--- config.mk ---
export PLATFORM = sky130hd
export DESIGN_NAME = evtIndTree
export DESIGN_NICKNAME = d
export VERILOG_FILES = /design/src/rtl/evtInd_pkg.sv /design/src/rtl/evtIndRegs.sv /design/src/rtl/evtIndDatapath.sv /design/src/rtl/evtIndTree.sv
export SDC_FILE = /design/constraint.sdc
export NUM_CORES = 1
export LEC_CHECK = 0
export ABC_CLOCK_PERIOD_IN_PS = 1800
export BUFFER_PORTS_ARGS = -buffer_cell sky130_fd_sc_hd__buf_2
export CORE_MARGIN = 4
export CORE_UTILIZATION = 41
export DETAILED_ROUTE_END_ITERATION = 7
export HOLD_SLACK_MARGIN = 0.08
export PLACE_DENSITY_LB_ADDON = 0.25
export SLEW_MARGIN = 20
export SYNTH_ARGS = -nofsm -noshare
export SYNTH_HDL_FRONTEND = slang
export SYNTH_HIERARCHICAL = 1
export SYNTH_SLANG_ARGS = --single-unit
--- constraint.sdc ---
create_clock -name clk -period 1.8 [get_ports clk]
set_clock_uncertainty 0.15 [all_clocks]
set_input_delay 0.36 -clock clk [delete_from_list [all_inputs] [get_ports clk]]
set_output_delay 0.36 -clock clk [all_outputs]
set_load 0.02 [all_outputs]
--- src/rtl/evtInd_pkg.sv ---
package evtInd_pkg;

  // Event word bit positions (fixed, decoded by software)
  localparam int WRAP_BIT = 26;
  localparam int TRIG_BIT = 25;
  localparam int THR_BIT  = 24;

  // Address layout
  localparam int GLB_OFS    = 'h00;
  localparam int STS_OFS    = 'h04;
  localparam int WIN_STRIDE = 'h10;
  localparam int CMD_OFS    = 'h04;
  localparam int EVT_OFS    = 'h08;

  localparam int CMD_BITS = 5;

  // Counter command word, bit 0 = wrapEn ... bit 4 = indOutEn
  typedef struct packed {
    logic indOutEn;
    logic irqEn;
    logic thrEn;
    logic trigEn;
    logic wrapEn;
  } cntCmd_t;

  // Strobes and levels from control to datapath
  typedef struct packed {
    logic irqGlobalEn;
    logic indGlobalEn;
    logic clrIrq;
  } ctrl_t;

endpackage

--- src/rtl/evtIndRegs.sv ---
module evtIndRegs
  import evtInd_pkg::*;
#(
  parameter int NUM_CNT = 4,
  parameter int ADDR_W  = 8,
  parameter int DATA_W  = 32
) (
  input  logic                        clk,
  input  logic                        rstN,
  input  logic [ADDR_W-1:0]           regAddr,
  input  logic [DATA_W-1:0]           regWrData,
  input  logic                        regWrEn,
  input  logic [NUM_CNT-1:0]          wrapFlag,
  input  logic [NUM_CNT-1:0]          trigFlag,
  input  logic [NUM_CNT-1:0]          thrFlag,
  input  logic                        irqStatus,
  output ctrl_t                       ctrl,
  output cntCmd_t [NUM_CNT-1:0]       cmdVec,
  output logic [DATA_W-1:0]           regRdData
);

  localparam logic [ADDR_W-1:0] GLB_A = ADDR_W'(GLB_OFS);
  localparam logic [ADDR_W-1:0] STS_A = ADDR_W'(STS_OFS);

  function automatic logic [ADDR_W-1:0] cmdAddr(input int idx);
    return ADDR_W'(WIN_STRIDE * (idx + 1) + CMD_OFS);
  endfunction

  function automatic logic [ADDR_W-1:0] evtAddr(input int idx);
    return ADDR_W'(WIN_STRIDE * (idx + 1) + EVT_OFS);
  endfunction

  logic irqGlobalQ;
  logic indGlobalQ;
  logic [DATA_W-1:0] rdNext;
  logic unusedWrBits;

  assign unusedWrBits = ^regWrData[DATA_W-1:CMD_BITS];

  // Global enables
  always_ff @(posedge clk) begin
    if (!rstN) begin
      irqGlobalQ <= 1'b0;
      indGlobalQ <= 1'b0;
    end else if (regWrEn && (regAddr == GLB_A)) begin
      irqGlobalQ <= regWrData[0];
      indGlobalQ <= regWrData[1];
    end
  end

  // Per-counter command words
  for (genvar i = 0; i < NUM_CNT; i++) begin : g_cmd
    localparam logic [ADDR_W-1:0] MY_CMD_A = cmdAddr(i);
    always_ff @(posedge clk) begin
      if (!rstN) begin
        cmdVec[i] <= '0;
      end else if (regWrEn && (regAddr == MY_CMD_A)) begin
        cmdVec[i] <= cntCmd_t'(regWrData[CMD_BITS-1:0]);
      end
    end
  end

  always_comb begin
    ctrl.irqGlobalEn = irqGlobalQ;
    ctrl.indGlobalEn = indGlobalQ;
    ctrl.clrIrq      = regWrEn && (regAddr == STS_A) && regWrData[0];
  end

  // Read mux
  always_comb begin
    rdNext = '0;
    if (regAddr == GLB_A) begin
      rdNext[0] = irqGlobalQ;
      rdNext[1] = indGlobalQ;
    end
    if (regAddr == STS_A) begin
      rdNext[0] = irqStatus;
    end
    for (int i = 0; i < NUM_CNT; i++) begin
      if (regAddr == cmdAddr(i)) begin
        rdNext[CMD_BITS-1:0] = cmdVec[i];
      end
      if (regAddr == evtAddr(i)) begin
        rdNext[WRAP_BIT] = wrapFlag[i];
        rdNext[TRIG_BIT] = trigFlag[i];
        rdNext[THR_BIT]  = thrFlag[i];
      end
    end
  end

  always_ff @(posedge clk) begin
    if (!rstN) regRdData <= '0;
    else       regRdData <= rdNext;
  end

endmodule

--- src/rtl/evtIndDatapath.sv ---
module evtIndDatapath
  import evtInd_pkg::*;
#(
  parameter int NUM_CNT = 4
) (
  input  logic                  clk,
  input  logic                  rstN,
  input  ctrl_t                 ctrl,
  input  cntCmd_t [NUM_CNT-1:0] cmdVec,
  input  logic [NUM_CNT-1:0]    wrapFlag,
  input  logic [NUM_CNT-1:0]    trigFlag,
  input  logic [NUM_CNT-1:0]    thrFlag,
  input  logic                  gpioOe,
  input  logic                  gpioDo,
  output logic                  irqSet,
  output logic                  irqStatusQ,
  output logic                  pinOe,
  output logic                  pinDo
);

  logic [NUM_CNT-1:0] hitVec;
  logic [NUM_CNT-1:0] irqSrc;
  logic [NUM_CNT-1:0] indSrc;
  logic indNext;
  logic indQ;

  // Per-counter gating leaves
  for (genvar i = 0; i < NUM_CNT; i++) begin : g_leaf
    assign hitVec[i] = (wrapFlag[i] & cmdVec[i].wrapEn)
                     | (trigFlag[i] & cmdVec[i].trigEn)
                     | (thrFlag[i]  & cmdVec[i].thrEn);
    assign irqSrc[i] = hitVec[i] & cmdVec[i].irqEn;
    assign indSrc[i] = hitVec[i] & cmdVec[i].indOutEn;
  end

  assign irqSet  = ctrl.irqGlobalEn & (|irqSrc);
  assign indNext = ctrl.indGlobalEn & (|indSrc);

  // Sticky status: set dominates clear
  always_ff @(posedge clk) begin
    if (!rstN)        irqStatusQ <= 1'b0;
    else if (irqSet)  irqStatusQ <= 1'b1;
    else if (ctrl.clrIrq) irqStatusQ <= 1'b0;
  end

  // Glitch-free indicator
  always_ff @(posedge clk) begin
    if (!rstN) indQ <= 1'b0;
    else       indQ <= indNext;
  end

  // Pin multiplexer
  always_comb begin
    if (ctrl.indGlobalEn) begin
      pinOe = 1'b1;
      pinDo = indQ;
    end else begin
      pinOe = gpioOe;
      pinDo = gpioDo;
    end
  end

endmodule

--- src/rtl/evtIndTree.sv ---
module evtIndTree
  import evtInd_pkg::*;
#(
  parameter int NUM_CNT = 4,
  parameter int ADDR_W  = 8,
  parameter int DATA_W  = 32
) (
  input  logic               clk,
  input  logic               rstN,
  input  logic [ADDR_W-1:0]  regAddr,
  input  logic [DATA_W-1:0]  regWrData,
  input  logic               regWrEn,
  output logic [DATA_W-1:0]  regRdData,
  input  logic [NUM_CNT-1:0] wrapFlag,
  input  logic [NUM_CNT-1:0] trigFlag,
  input  logic [NUM_CNT-1:0] thrFlag,
  input  logic               gpioOe,
  input  logic               gpioDo,
  output logic               pinOe,
  output logic               pinDo,
  output logic               irqReq
);

  ctrl_t                 ctrl;
  cntCmd_t [NUM_CNT-1:0] cmdVec;
  logic irqStatusQ;
  logic irqSet;
  logic clrIrq;
  logic gIrqEn;
  logic gIndEn;

  evtIndRegs #(.NUM_CNT(NUM_CNT), .ADDR_W(ADDR_W), .DATA_W(DATA_W)) uRegs (
    .clk(clk), .rstN(rstN),
    .regAddr(regAddr), .regWrData(regWrData), .regWrEn(regWrEn),
    .wrapFlag(wrapFlag), .trigFlag(trigFlag), .thrFlag(thrFlag),
    .irqStatus(irqStatusQ),
    .ctrl(ctrl), .cmdVec(cmdVec), .regRdData(regRdData)
  );

  evtIndDatapath #(.NUM_CNT(NUM_CNT)) uDp (
    .clk(clk), .rstN(rstN),
    .ctrl(ctrl), .cmdVec(cmdVec),
    .wrapFlag(wrapFlag), .trigFlag(trigFlag), .thrFlag(thrFlag),
    .gpioOe(gpioOe), .gpioDo(gpioDo),
    .irqSet(irqSet), .irqStatusQ(irqStatusQ),
    .pinOe(pinOe), .pinDo(pinDo)
  );

  assign irqReq = irqStatusQ;
  assign clrIrq = ctrl.clrIrq;
  assign gIrqEn = ctrl.irqGlobalEn;
  assign gIndEn = ctrl.indGlobalEn;

endmodule

==> out/qor.csv, run 1 <==
metric,value,unit
Gate Count Post-Synth,206,
Avg Vias per Cell,4.97,
MaxCap Viol Count,0,
pwr/cell area,630,nW/µm²
first-iteration detailed-routing DRC count,100,
"Slew Viols, Final",0,
CP Class,input pin to flop,
internal power,1.05,mW
Layout Utilization,52.0,%
Root Driver,clkbuf_8,
first drt pass iteration count,4,
Worst-path clk slew,60,ps
Core Rows,24,
total track usage,16.8,%
first-pass GRT wire length,7160,µm
"Warnings, synthesis",6,
HPWL Detailed,3630,µm
Fmax,578,MHz
worst r2r src,uRegs/cmdVec[0],
WP data arrival,1750,ps
global route overflow,0,
fin crit period,1730,ps
final setup fails,0,
Sw Ratio,26.8,%
# H-tree levels,2,
Final ANT Viol Nets,0,
period utilisation layout,96.2,%
clock buffer depth,2,
vias in the first global route,1504,
Area Growth Syn to Fin,21.7,%
Die ar.,5710,µm²
hold_buf cts,0,
clock power share,35.7,%
R2R cell count,4,
clk_lat worst skew,280,ps
initial core utilization,42.7,%
Sink Count,32,
Via Count,1589,
CP endpoint,uRegs/cmdVec[12],
maximum number of pins on one net before global-route repair,18,
# port buffers,40,
CP Capture Type,flop,
share of layout cells above drive strength 1,32.5,%
CORE AREA,4380,µm²
DIE HEIGHT,75.6,µm
CTS buffer count,5,
Critical Path Start,regAddr[1],
status,"finished, final reports clean",
endpoints failing hold,0,
startpoint types,input pin,
hold_ws,187,ps
# DRC,0,
worst reg-to-reg setup slack,280,ps
VDD IR max,0.311,mV
CTS tree,yes,
post-DR wirelength/cell,14.6,µm
setup bufs post-CTS,0,
Antenna diodes,0,
Final nets,325,
Avg Inst Size Synth,9.09,µm²
"commonest non-fill, non-tap cell in the layout",buf_2,
P_sw,0.385,mW
unrepaired setup endpoints after global routing,false,
Leak,1.07,nW
Die Wd,75.6,µm
worst hold path type,input pin to flop,
Resize count post-CTS,0,
worst r2r dst,uDp/indQ,
Sequential Power Share,49.4,%
GP Congestion,0.863,
total wire length,4660,µm
Comb power frac,14.9,%
most frequent cells in the layout,"buf_2 (40), dfxtp_1 (32), buf_4 (27), nor2b_1 (25)",
worst-path maximum fanout,5,
CP required,1820,ps
io pins,92,
initial antenna violation count,0,
synthesized area,1870,µm²
power groups by stage:
| stage | sequential, mW | combinational, mW | clock (mW) |
|---|---|---|---|
| finish | 0.710 | 0.214 | 0.513 |
| CTS | 0.710 | 0.211 | 0.528 |
| floorplan | 0.726 | 0.154 | 0 |
| detailed placement | 0.726 | 0.210 | 0 |
| global placement | 0.726 | 0.209 | 0 |
| global route | 0.709 | 0.233 | 0.557 |
registers in the layout (all words and copies together), names as in the netlist:
signal	count
uRegs/irqGlobalQ	1
uRegs/indGlobalQ	1
uRegs/cmdVec	20
uDp/irqStatusQ	1
uDp/indQ	1
uRegs/regRdData	8
worst min path at each step:
| stage | start | endpoint | slack (ps) | cells after the start |
|---|---|---|---|---|
| global route | wrapFlag[3] | uRegs/regRdData[26] | 200 | 2 |
| global placement | uRegs/irqGlobalQ | uDp/irqStatusQ | 310 | 2 |
| floorplan | rstN | uDp/indQ | 330 | 2 |
| CTS | wrapFlag[3] | uRegs/regRdData[26] | 180 | 2 |
| finish | wrapFlag[3] | uRegs/regRdData[26] | 190 | 2 |
| detailed placement | uRegs/irqGlobalQ | uDp/irqStatusQ | 320 | 2 |
worst max-delay path, stage by stage:
cell and delay, ps:
buf_2 110, or4b_4 580, nor4_4 270, buf_4 200, mux2i_1 180, nor2b_1 60
stage by stage:
stage | cells | area [µm²] | TNS (ps) | setup WS, ps | power (mW)
finish | 320 | 2280 | 0 | 69.3 | 1.44
global route | 320 | 2280 | 0 | 13.9 | 1.50
CTS | 320 | 2280 | 0 | 70.2 | 1.45
detailed placement | 313 | 2200 | -1200 | -203 | 0.936
global placement | 313 | 2200 | -1160 | -198 | 0.935
floorplan | 229 | 1980 | -650 | -130 | 0.880
cell type report:
class                   instances  area (µm²)
clock inverters                 1        5.00
fillers                       438        2100
repair buffers                 67         403
multi-input cells             155        1070
well taps                      52        65.1
inverters                       7        26.3
flip-flops and latches         32         641
clock buffers                   6        72.6
per-layer routing:
layer | GRT usage (%) | share of wire (%) | vias to the layer above
met3 | 3.56 | 6.1 | 4
met1 | 22.3 | 46 | 731
li1 | - | - | 807
met4 | 6.02 | 0.84 | 0
met2 | 26.7 | 47 | 47
met5 | 0 | 0 | -
Power figures use the tool's default switching activity.
==> run 2, diff against run 1 <==
--- a/config.mk
+++ b/config.mk
@@ -12,8 +12,8 @@
 export DETAILED_ROUTE_END_ITERATION = 7
 export HOLD_SLACK_MARGIN = 0.08
 export PLACE_DENSITY_LB_ADDON = 0.25
+export RECOVER_POWER = 25
 export SLEW_MARGIN = 20
 export SYNTH_ARGS = -nofsm -noshare
 export SYNTH_HDL_FRONTEND = slang
-export SYNTH_HIERARCHICAL = 1
 export SYNTH_SLANG_ARGS = --single-unit
==> run 2 against run 1 <==
Fmax down 1.3%. Total power grew 9.9%. Critical endpoint is now uDp.irqStatusQ. Synthesized cell count fell by 7.3%. First-iteration DRC count is 2.0% higher. Die area fell by 2.3%. Cell count is 7.8% lower. Global-route usage shrank 1.5 points. Clock-buffer cell count fell by 1. Critical path type is now flop to flop. Via count down 7.3%. Routed wire length shrank 11%.
==> out/qor.csv, run 2 <==
metric,value,unit,change
most frequent cells in the layout,"dfxtp_1 (32), buf_2 (31), nor2_1 (29), conb_1 (24), mux2i_1 (23)",,
hold_buf cts,0,,unchanged
clk_lat worst skew,280,ps,about the same
Antenna diodes,0,,unchanged
fin crit period,1750,ps,+23.4 ps
GP Congestion,0.831,,-3.7%
Synth Flop Type,dfxtp_1,,
CORE AREA,4140,µm²,-5.5%
io pins,92,,unchanged
"flops & latches, synth",32,,
Final ANT Viol Nets,0,,unchanged
worst hold path type,input pin to flop,,
"Warnings, synthesis",0,,-6
max reg flops,20,,unchanged
startpoint types,flop,,
CTS tree,yes,,
Worst-path clk slew,70,ps,about the same
vias in the first global route,1360,,-9.6%
post-route setup TNS,0,ps,unchanged
pwr/cell area,731,nW/µm²,+16%
CP required,1800,ps,-20 ps
final setup fails,0,,unchanged
worst-path maximum fanout,3,,-2
unrepaired setup endpoints after global routing,false,,
WP data arrival,1750,ps,about the same
synthesized area,1820,µm²,-2.6%
# port buffers,40,,unchanged
endpoints failing hold,0,,unchanged
CP Class,flop to flop,,
maximum number of pins on one net before global-route repair,13,,-5
area share of the largest cell type after synthesis,35.1,%,
setup bufs post-CTS,0,,unchanged
Fmax,570,MHz,-1.3%
initial antenna violation count,0,,unchanged
share of layout cells above drive strength 1,29.8,%,-2.7 points
Placed Cells,287,,-8.3%
first drt pass iteration count,5,,+1
Post-synth EDFFs,0,,
period utilisation layout,97.5,%,+1.3 points
initial core utilization,44.0,%,+1.3 points
Area Growth Syn to Fin,18.4,%,
HPWL Detailed,3300,µm,-9.2%
worst reg-to-reg setup slack,50,ps,-230 ps
Largest regs,"uRegs.cmdVec: 20 flops, uRegs.regRdData: 8 flops",,
Avg Vias per Cell,4.99,,+0.56%
"Slew Viols, Final",0,,unchanged
Sink Count,32,,unchanged
most common cell in the netlist,dfxtp_1,,
# H-tree levels,2,,unchanged
CTS buffer count,5,,unchanged
final cell count without fillers,295,,-7.8%
Leak,1.03,nW,-3.7%
Resize count post-CTS,0,,unchanged
Synth area leader,dfxtp_1,,
"commonest non-fill, non-tap cell in the layout",dfxtp_1,,
MaxCap Viol Count,0,,unchanged
DIE HEIGHT,74.7,µm,-1.2%
post-DR wirelength/cell,14.0,µm,-3.9%
Gate Count Post-Synth,191,,-7.3%
CP Capture Type,flop,,
Avg Inst Size Synth,9.55,µm²,+5.0%
Die ar.,5580,µm²,-2.3%
status,"finished, final reports clean",,
Reg with most FFs,uRegs.cmdVec,,
first-iteration detailed-routing DRC count,102,,+2.0%
clock buffer depth,2,,unchanged
total wire length,4130,µm,-11%
Synth top cells by count,"dfxtp_1 (32), nor2_1 (29), buf_4 (27)",,
Via Count,1473,,-7.3%
total track usage,15.3,%,-1.5 points
first-pass GRT wire length,6550,µm,-8.5%
FILL cells,421,,-3.9%
async set-or-reset flop fraction in the synthesized netlist,0,%,
Area contributors post-synth,"dfxtp_1 (35%), mux2i_1 (13%), buf_4 (11%)",,
# DRC,0,,unchanged
"Seq/Total Area, Yosys",35.1,%,
Root Driver,clkbuf_8,,
Cell variety after synth,37,,
Final nets,301,,-7.4%
Core Rows,23,,-4.2%
VDD IR max,0.292,mV,-6.4%
Die Wd,74.7,µm,-1.2%
global route overflow,0,,unchanged
[run 2: worst paths after layout]
path	startpoint	to	cells past startpoint
worst max register to register	uRegs.cmdVec[11]	uDp.irqStatusQ	4
worst min-delay path	regWrData[4]	uRegs.cmdVec[14]	3
worst min register to register	uRegs.irqGlobalQ	uDp.irqStatusQ	2
worst max-delay path	uRegs.cmdVec[11]	uDp.irqStatusQ	4
[run 2: worst max-delay path: stages, from the launching register on]
cell and delay (ps):
dfxtp_1 320, a222oi_1 420, o22ai_1 180, a221oi_1 390, o21ai_0 160
[run 2: cells by family after synthesis]
logic type / synth area share (%)
mux: 16.3
simple gates: 23.1
flops: 35.1
buf+inv: 13.9
other cells: 0.206
compound gates: 11.4
[run 2: area by class of cell]
cell class	instances	area, µm²	area share, %
multi-input cells	147	1010	46.7
clock inverters	3	42.5	1.97
inverters	3	11.3	0.521
clock buffers	5	68.8	3.18
repair buffers	55	327	15.1
well taps	50	62.6	2.90
flip-flops and latches	32	641	29.6
[run 2: metrics by stage]
stage                     instance area, µm²  setup slack [ps]  utilization [%]  total power [mW]  hold slack, ps
after global routing                    2160              1.95             52.1              1.64             214
after global placement                  2070              -102             49.9             0.920             329
after CTS                               2180              39.3             52.6              1.60             207
after floorplan                         1910               177                -             0.878             299
final                                   2160              45.9             52.1              1.58             215
after detailed placement                2070              -118             49.9             0.920             334
[run 2: layer usage]
layer | GRT usage (%) | wire [µm] | share of wire [%] | up-vias
li1 | - | - | - | 736
met1 | 21.0 | 1910 | 46 | 666
met2 | 24.3 | 1780 | 43 | 66
met3 | 3.74 | 401 | 9.7 | 5
met4 | 3.75 | 43 | 1.0 | 0
met5 | 0 | 0 | 0 | -
[run 2: power by group]
group | internal (mW) | total [mW] | switching (mW)
Combinational | 0.0687 | 0.195 | 0.126
Clock | 0.409 | 0.675 | 0.266
Sequential | 0.709 | 0.709 | 0.000592
==> run 3, diff against run 2 <==
--- a/config.mk
+++ b/config.mk
@@ -11,8 +11,9 @@
 export CORE_UTILIZATION = 41
 export DETAILED_ROUTE_END_ITERATION = 7
 export HOLD_SLACK_MARGIN = 0.08
-export PLACE_DENSITY_LB_ADDON = 0.25
+export PLACE_DENSITY = 0.76
 export RECOVER_POWER = 25
+export REMOVE_ABC_BUFFERS = 1
 export SLEW_MARGIN = 20
 export SYNTH_ARGS = -nofsm -noshare
 export SYNTH_HDL_FRONTEND = slang
==> run 3 against run 2 <==
Routed wire length is 2.7% higher. Critical path depth is 2 lower. Fmax increased by 1.6%. Combinational power about the same. First-iteration DRC count grew 25%. Sequential share of layout area grew 0.10 points. Total power is 0.42% lower. Cell count down 0.68%. Via count grew 1.5%. Flip-flop and latch count did not move. Critical path type is now flop to primary output. Highest routed layer unchanged.
==> out/qor.csv, run 3 (same netlist as run 2, synthesis figures left out) <==
metric,value,unit,change
Fmax,579,MHz,+1.6%
Reg with most FFs,uRegs.cmdVec,,
# port buffers,40,,unchanged
crit-path max cell delay,420,ps,about the same
critical path's top delay family,flip-flops,,
most frequent cells in the layout,"dfxtp_1 (32), buf_2 (31), nor2_1 (29), conb_1 (24), mux2i_1 (23)",,
Die Wd,74.7,µm,unchanged
CP Class,flop to primary output,,
Final nets,299,,-0.66%
DIE HEIGHT,74.7,µm,unchanged
FILL cells,398,,-5.5%
# DRC,0,,unchanged
share of layout cells above drive strength 1,28.8,%,-0.99 points
period utilisation layout,95.9,%,-1.5 points
worst hold path type,input pin to flop,,
Die ar.,5580,µm²,unchanged
clock power share,42.5,%,-0.3 points
final cell count without fillers,293,,-0.68%
Largest regs,"uRegs.cmdVec: 20 flops, uRegs.regRdData: 8 flops",,
Worst-path clk slew,70,ps,about the same
initial core utilization,44.0,%,unchanged
MaxCap Viol Count,0,,unchanged
CP Capture Type,primary output,,
Via Count,1495,,+1.5%
max reg flops,20,,unchanged
maximum number of pins on one net before global-route repair,14,,+1
total wire length,4250,µm,+2.7%
post-DR wirelength/cell,14.5,µm,+3.4%
# H-tree levels,2,,unchanged
CTS tree,yes,,
CP required,1290,ps,-510 ps
Sequential Power Share,45.1,%,+0.2 points
setup bufs post-CTS,0,,unchanged
GP Congestion,0.872,,+4.9%
endpoints failing hold,0,,unchanged
initial antenna violation count,0,,unchanged
CTS buffer count,5,,unchanged
"Slew Viols, Final",0,,unchanged
Area Growth Syn to Fin,18.0,%,
CORE AREA,4140,µm²,unchanged
Core Rows,23,,unchanged
Critical Path Slowest Stage Cell,dfxtp_1,,
"commonest non-fill, non-tap cell in the layout",dfxtp_1,,
internal power,1.19,mW,about the same
pwr/cell area,730,nW/µm²,about the same
Avg Vias per Cell,5.10,,+2.2%
Placed Cells,285,,-0.70%
final setup fails,0,,unchanged
Final ANT Viol Nets,0,,unchanged
first-iteration detailed-routing DRC count,127,,+25%
io pins,92,,unchanged
global route overflow,0,,unchanged
vias in the first global route,1351,,-0.66%
worst-path cell chain,mux2_2 > buf_2,,
Antenna diodes,0,,unchanged
WP data arrival,1220,ps,-530 ps
clk_lat worst skew,280,ps,about the same
Leak,1.03,nW,-0.32%
VDD IR max,0.302,mV,+3.5%
total track usage,15.7,%,+0.38 points
HPWL Detailed,3330,µm,+1.1%
first-pass GRT wire length,6560,µm,+0.20%
Comb power frac,12.4,%,about the same
clock buffer depth,2,,unchanged
post-route setup TNS,0,ps,unchanged
startpoint types,flop,,
status,"finished, final reports clean",,
Sink Count,32,,unchanged
Buf/Inv on CP,1,,+1
fin crit period,1730,ps,-27.7 ps
first drt pass iteration count,5,,unchanged
dpl ws,-86.5,ps,+31.5 ps
Post-DP Area,2050,µm²,-0.73%
P_sw,0.387,mW,-1.4%
"Design Area, Final",2150,µm²,-0.35%
Root Driver,clkbuf_8,,
final worst slack,73.6,ps,+27.7 ps
unrepaired setup endpoints after global routing,false,,
worst-path maximum fanout,5,,+2
Sw Ratio,24.6,%,-0.26 points
-- run 3: power by group through the flow --
stage	clock (mW)	sequential [mW]	combinational (mW)
finish	0.669	0.710	0.194
detailed placement	0	0.725	0.193
global placement	0	0.725	0.191
floorplan	0	0.726	0.0932
global route	0.718	0.709	0.209
CTS	0.685	0.709	0.193
-- run 3: worst paths after layout --
kind / to / slack [ps] / cells after the start / startpoint
setup reg to reg: uDp.irqStatusQ / 120 / 4 / uRegs.cmdVec[5]
hold reg to reg: uDp.irqStatusQ / 340 / 2 / uRegs.irqGlobalQ
hold / removal: uRegs.cmdVec[3] / 210 / 3 / regWrData[3]
setup / recovery: pinDo / 70 / 2 / uRegs.indGlobalQ
-- run 3: cell type report --
class	count	area (µm²)	area share, %
Clock buffer	6	72.6	3.37
Clock inverter	2	35.0	1.63
Inverter	3	11.3	0.523
Multi-Input combinational cell	147	1020	47.5
Sequential cell	32	641	29.8
Tap cell	50	62.6	2.91
Timing Repair Buffer	53	308	14.3
-- run 3: stage by stage --
step / hold slack [ps] / total power, mW / util [%]
floorplan: 299 / 0.819 / -
global placement: 320 / 0.917 / 49.6
detailed placement: 328 / 0.918 / 49.6
CTS: 207 / 1.59 / 52.2
global route: 211 / 1.64 / 52.0
finish: 213 / 1.57 / 52.0
-- run 3: what timing repair did --
item / CTS / global route
hold buffers: 0 / 0
resized for setup: 0 / 1
endpoints found under the setup margin: 0 / 1
-- run 3: worst min-delay path, stage by stage --
cell and delay [ps]:
buf_2 120, mux2i_1 70, nor2_1 70
-- run 3: routing by layer --
layer,routed length (µm),global-route usage (%)
met2,1900,24.9
met4,32,3.56
met5,0,0
met1,1860,20.9
met3,450,5.07
